===== config.mk =====
export PLATFORM = sky130hd
export DESIGN_NAME = cram_walker
export DESIGN_NICKNAME = d
export VERILOG_FILES = /design/src/rtl/cram_walker.sv
export SDC_FILE = /design/constraint.sdc
export NUM_CORES = 1
export LEC_CHECK = 0
export CAP_MARGIN = 40
export CORE_MARGIN = 2
export CORE_UTILIZATION = 55
export CTS_BUF_LIST = sky130_fd_sc_hd__clkbuf_4 sky130_fd_sc_hd__clkbuf_8
export DETAILED_ROUTE_END_ITERATION = 7
export PLACE_DENSITY = 0.87
export SLEW_MARGIN = 25
export SYNTH_ARGS = -nofsm -noshare
export SYNTH_HDL_FRONTEND = slang
export SYNTH_SLANG_ARGS = --single-unit
export TNS_END_PERCENT = 30

===== constraint.sdc =====
create_clock -name clk -period 16 [get_ports clk]
set_input_delay 4 -clock clk [delete_from_list [all_inputs] [get_ports clk]]
set_output_delay 4 -clock clk [all_outputs]
set_load 0.005 [all_outputs]

===== src/rtl/cram_walker.sv =====
module cram_walker #(
  parameter int QW = 332,
  parameter int QH = 144,
  localparam int XW = $clog2(2*QW+1),
  localparam int YW = $clog2(2*QH+1)
) (
  input  logic          clk,
  input  logic          rst_n,
  input  logic          start,
  input  logic [1:0]    cfg_bank,
  input  logic [XW-1:0] cfg_width,
  input  logic [YW-1:0] cfg_height,
  input  logic [YW-1:0] cfg_offset,
  input  logic          in_valid,
  input  logic [7:0]    in_data,
  output logic          in_ready,
  output logic          busy,
  output logic          out_we,
  output logic          out_bit,
  output logic [1:0]    out_bank,
  output logic [XW-1:0] out_x,
  output logic [YW-1:0] out_y,
  output logic [XW-1:0] out_gx,
  output logic [YW-1:0] out_gy,
  output logic          done
);
  localparam int AW = XW + YW;
  localparam logic [XW-1:0] XMAX = XW'(2*QW-1);
  localparam logic [YW-1:0] YMAX = YW'(2*QH-1);

  logic          busy_q, done_q;
  logic [1:0]    bank_q;
  logic [XW-1:0] w_q, col_q;
  logic [YW-1:0] row_q;
  logic [AW-1:0] left_q;
  logic [7:0]    sh_q;
  logic [3:0]    nb_q;

  wire [AW-1:0] area = AW'(cfg_width) * AW'(cfg_height);
  wire          take = in_valid && in_ready;

  assign busy     = busy_q;
  assign done     = done_q;
  assign out_we   = busy_q && (nb_q != 4'd0);
  assign in_ready = busy_q && (nb_q == 4'd0 || (nb_q == 4'd1 && left_q != AW'(1)));
  assign out_bit  = sh_q[7];
  assign out_bank = bank_q;
  assign out_x    = col_q;
  assign out_y    = row_q;
  assign out_gx   = bank_q[1] ? XMAX - col_q : col_q;
  assign out_gy   = bank_q[0] ? YMAX - row_q : row_q;

  always_ff @(posedge clk) begin
    if (!rst_n) begin
      busy_q <= 1'b0;
      done_q <= 1'b0;
      bank_q <= '0;
      w_q    <= '0;
      col_q  <= '0;
      row_q  <= '0;
      left_q <= '0;
      sh_q   <= '0;
      nb_q   <= '0;
    end else begin
      done_q <= 1'b0;
      if (!busy_q) begin
        if (start) begin
          bank_q <= cfg_bank;
          w_q    <= cfg_width;
          col_q  <= '0;
          row_q  <= cfg_offset;
          nb_q   <= '0;
          left_q <= area;
          busy_q <= (area != '0);
          done_q <= (area == '0);
        end
      end else begin
        if (out_we) begin
          sh_q   <= {sh_q[6:0], 1'b0};
          nb_q   <= nb_q - 4'd1;
          left_q <= left_q - AW'(1);
          if (col_q == w_q - XW'(1)) begin
            col_q <= '0;
            row_q <= row_q + YW'(1);
          end else begin
            col_q <= col_q + XW'(1);
          end
          if (left_q == AW'(1)) begin
            busy_q <= 1'b0;
            done_q <= 1'b1;
            nb_q   <= '0;
          end
        end
        if (take) begin
          sh_q <= in_data;
          nb_q <= 4'd8;
        end
      end
    end
  end

  assert_done_pulse_R6: assert property (@(posedge clk) disable iff (!rst_n)
    done |=> !done);
  assert_done_idle_R6: assert property (@(posedge clk) disable iff (!rst_n)
    done |-> (!busy && !out_we));
  assert_col_range_R5: assert property (@(posedge clk) disable iff (!rst_n)
    out_we |-> (out_x < w_q));
  assert_col_step_R5: assert property (@(posedge clk) disable iff (!rst_n)
    (out_we && nb_q > 4'd1 && out_x != w_q - XW'(1)) |=> (out_x == $past(out_x) + XW'(1)));
  assert_row_step_R5: assert property (@(posedge clk) disable iff (!rst_n)
    (out_we && nb_q > 4'd1 && out_x == w_q - XW'(1)) |=> (out_x == '0 && out_y == $past(out_y) + YW'(1)));
  assert_bank_hold_R2: assert property (@(posedge clk) disable iff (!rst_n)
    busy |=> $stable(out_bank));
  assert_idle_ready_R3: assert property (@(posedge clk) disable iff (!rst_n)
    !busy |-> (!in_ready && !out_we));
endmodule


==> results.sh <==
export IMPL_cts_hold_repair_buffers=0
export IMPL_drive_gt1_share_pct=3.43
export IMPL_postSynthAreaPerCell_um2=7.67
export IMPL_min_period_over_period_pct=57.2
export IMPL_ys_async_sr_fraction_pct=0
export IMPL_num_vias=6498
export IMPL_n_antenna_cell=0
export IMPL_drc_errors=0
export IMPL_synth_cell_type_count=65
export IMPL_cts_max_level=3
export IMPL_seqCellArea_mm2=0.00128
export IMPL_min_path_type="flip-flop to flip-flop"
export IMPL_first_pass_iters=5
export IMPL_cts_buffers=9
export IMPL_crit_required_ns=16.24
export IMPL_critPathLaunch="cfg_width[0]"
export IMPL_status="finished clean"
export IMPL_cp_end_kind="flip-flop"
export IMPL_syn_inst=907
export IMPL_antenna_left=0
export IMPL_skew_ns=0.00722
export IMPL_grt_pass1_vias=6276
export IMPL_cts_tree="yes"
export IMPL_grt_busiest_layer="met2"
export IMPL_grt_pass1_wl_um=28700
export IMPL_synth_edf_count=0
export IMPL_synth_nets=1056
export IMPL_grt_antenna_before_repair=0
export IMPL_finalCriticalPeriod_ns=9.14
export IMPL_yosysTopAreaCell="dfxtp_1"
export IMPL_grt_max_degree=43
export IMPL_power_leakage_nw=3.54
export IMPL_finalWeightedCongestion=0.916
export IMPL_start_util_pct=55.8
export IMPL_met1_usage_pct=34.3
export IMPL_routedWlPerCell_um=14.7
export IMPL_ir_drop_mv=0.0706
export IMPL_r2r_start="w_q[0]"
export IMPL_synth_seq_area_share_pct=18.4
export IMPL_rsz0062_at_grt="false"
export IMPL_area_growth_syn_to_layout_pct=15.7
export IMPL_gr_total_overflow=0
export IMPL_yosys_warnings=0
export IMPL_row_count=41
export IMPL_powerDensity_mw_per_mm2=114
export IMPL_synth_common_cells="nand2_1 (115), inv_1 (105), a21oi_1 (69), dfxtp_1 (64)"
export IMPL_clock_latency_ns=0.35
export IMPL_synth_top_area_share_pct=18.4
export IMPL_die_area_mm2=0.0136
export IMPL_dp_hpwl_um=12600
export IMPL_io_buffers=86
export IMPL_fillerInstances=1048
export IMPL_min_to="left_q[6]"
export IMPL_postCtsSetupBuffers=0
export IMPL_clk_pin_slew_worst_paths_ns=0.07
export IMPL_finish_utilization_pct=64.5
export IMPL_r2r_slack_ns=12.93
export IMPL_whs_path_depth=2
export IMPL_core_area_mm2=0.0125
export IMPL_reg2reg_depth=8
export IMPL_die_h_um=116
export IMPL_die_x_um=116
export IMPL_setup_tns_final_ns=0
export IMPL_synth_most_common_cell="nand2_1"
export IMPL_cts_max_path_buffers=2
export IMPL_maxSlewViolCount=0
export IMPL_cp_arrival_ns=9.38
export IMPL_ys_flop_type="dfxtp_1"
export IMPL_grt_usage_pct=25.9
export IMPL_post_cts_resized=0
export IMPL_hold_violations=0
export IMPL_multi_input_area_mm2=0.00507
export IMPL_synth_area_mm2=0.00696
export IMPL_wirelength_um=16700
export IMPL_startpoint_type="primary input"
export IMPL_fmax_mhz=109
export IMPL_crit_type="primary input to flip-flop"
export IMPL_vias_per_cell=5.74
export IMPL_num_nets_final=1105
export IMPL_r2r_end="out_y[4]"
export IMPL_pin_count=87
export IMPL_drt_iter0_drc=422
export IMPL_cts_root_buf="clkbuf_8"
export IMPL_synth_area_leaders="dfxtp_1 (18%), fa_1 (16%), ha_1 (9.0%), nand2_1 (6.2%), inv_1 (5.7%)"
export IMPL_cp_max_fo=11
export IMPL_maxCapViolCount=0
export IMPL_setup_violations=0
export IMPL_grt_use_met2_pct=44.1
export IMPL_tightestPinTransition_ns=0.771
export IMPL_use_met3_pct=4.15
export IMPL_slew_headroom_pct=48.1
export IMPL_min_from="left_q[6]"
export IMPL_ys_ff_latch=64
export IMPL_cts_sinks=64
==> cells by family after synthesis <==
group,synth area share [%]
fa+ha+maj,25.4
simple gates,24.6
flops,18.4
compound gates,16.5
mux,1.15
xor+xnor,5.29
buf+inv,8.71
==> per-layer routing <==
metal | routed length [µm] | vias to the layer above
li1 | - | 3142
met1 | 7300 | 3130
met2 | 8230 | 198
met3 | 835 | 28
met4 | 295 | 0
met5 | 0 | -
==> cell usage in the layout (no fill, tap or decap), types with 4 or more instances in the layout <==
cell type          n
nand4_1           13
o31ai_1            5
o21ai_1            4
and2_1            51
and3_1             7
or4_1              5
clkdlybuf4s50_1   86
mux2i_1            8
o31a_1             5
or3_1             10
o211ai_1           6
a2111oi_0          4
dfxtp_1           64
nand2_1          115
fa_1              57
inv_1            105
or2_2              4
clkbuf_8          10
buf_4              4
a21oi_1           69
nor4_1             6
ha_1              50
o21ai_0           33
o21a_1            10
xnor2_1           21
nor3_1            18
xor2_1            21
nor2_1            57
a211oi_1           6
nand3_1           30
a31oi_1           14
nor2b_1            6
nand2b_1           4
==> registers in the layout, indices dropped and copies added, names as in the netlist <==
name	flops
left_q	19
w_q	10
done	1
out_x	10
out_bank	2
out_y	9
sh_q	8
busy	1
nb_q	4
==> stage by stage <==
step	instances	worst slack [ns]	cell area [µm²]	power (W)	hold WS, ns
floorplan	907	7.26	6960	0.000642	0.448
global placement	1116	6.60	7850	0.000765	0.458
detailed placement	1117	6.53	7870	0.000780	0.466
CTS	1133	6.87	8050	0.000910	0.475
global route	1133	6.42	8050	0.00100	0.503
finish	1133	6.86	8050	0.000918	0.474
==> power breakdown <==
part	leakage, nW	internal (W)	switching, W
registers	0.524	0.000178	0.0000204
logic	2.92	0.000245	0.000347
clock network	0.0937	0.0000652	0.0000630
total	3.54	0.000488	0.000430
==> worst max path at each step <==
stage	endpoint	slack [ns]
CTS	busy	6.87
detailed placement	busy	6.53
finish	busy	6.86
global route	busy	6.42
floorplan	busy	7.26
global placement	busy	6.60
==> critical path, cell delays in order <==
cell and delay (ns):
clkdlybuf4s50_1 0.68, nand2_1 0.14, fa_1 0.52, fa_1 0.55, inv_1 0.06, fa_1 0.53
inv_1 0.05, fa_1 0.52, inv_1 0.04, ha_1 0.37, o2111a_1 0.23, or4_1 0.50
a2111oi_0 0.41, nand3b_1 0.13, nor4_1 0.35, a21oi_1 0.12, o21a_1 0.18
==> layout make-up <==
cell class | instances | share of cell area (%)
clock inverter | 3 | 0.218
sequential | 64 | 15.9
inverter | 105 | 4.90
tap | 172 | 2.67
timing repair buffer | 91 | 11.3
multi-input combinational | 685 | 63.0
clock buffer | 13 | 1.99
(Power assumes the default switching activity.)
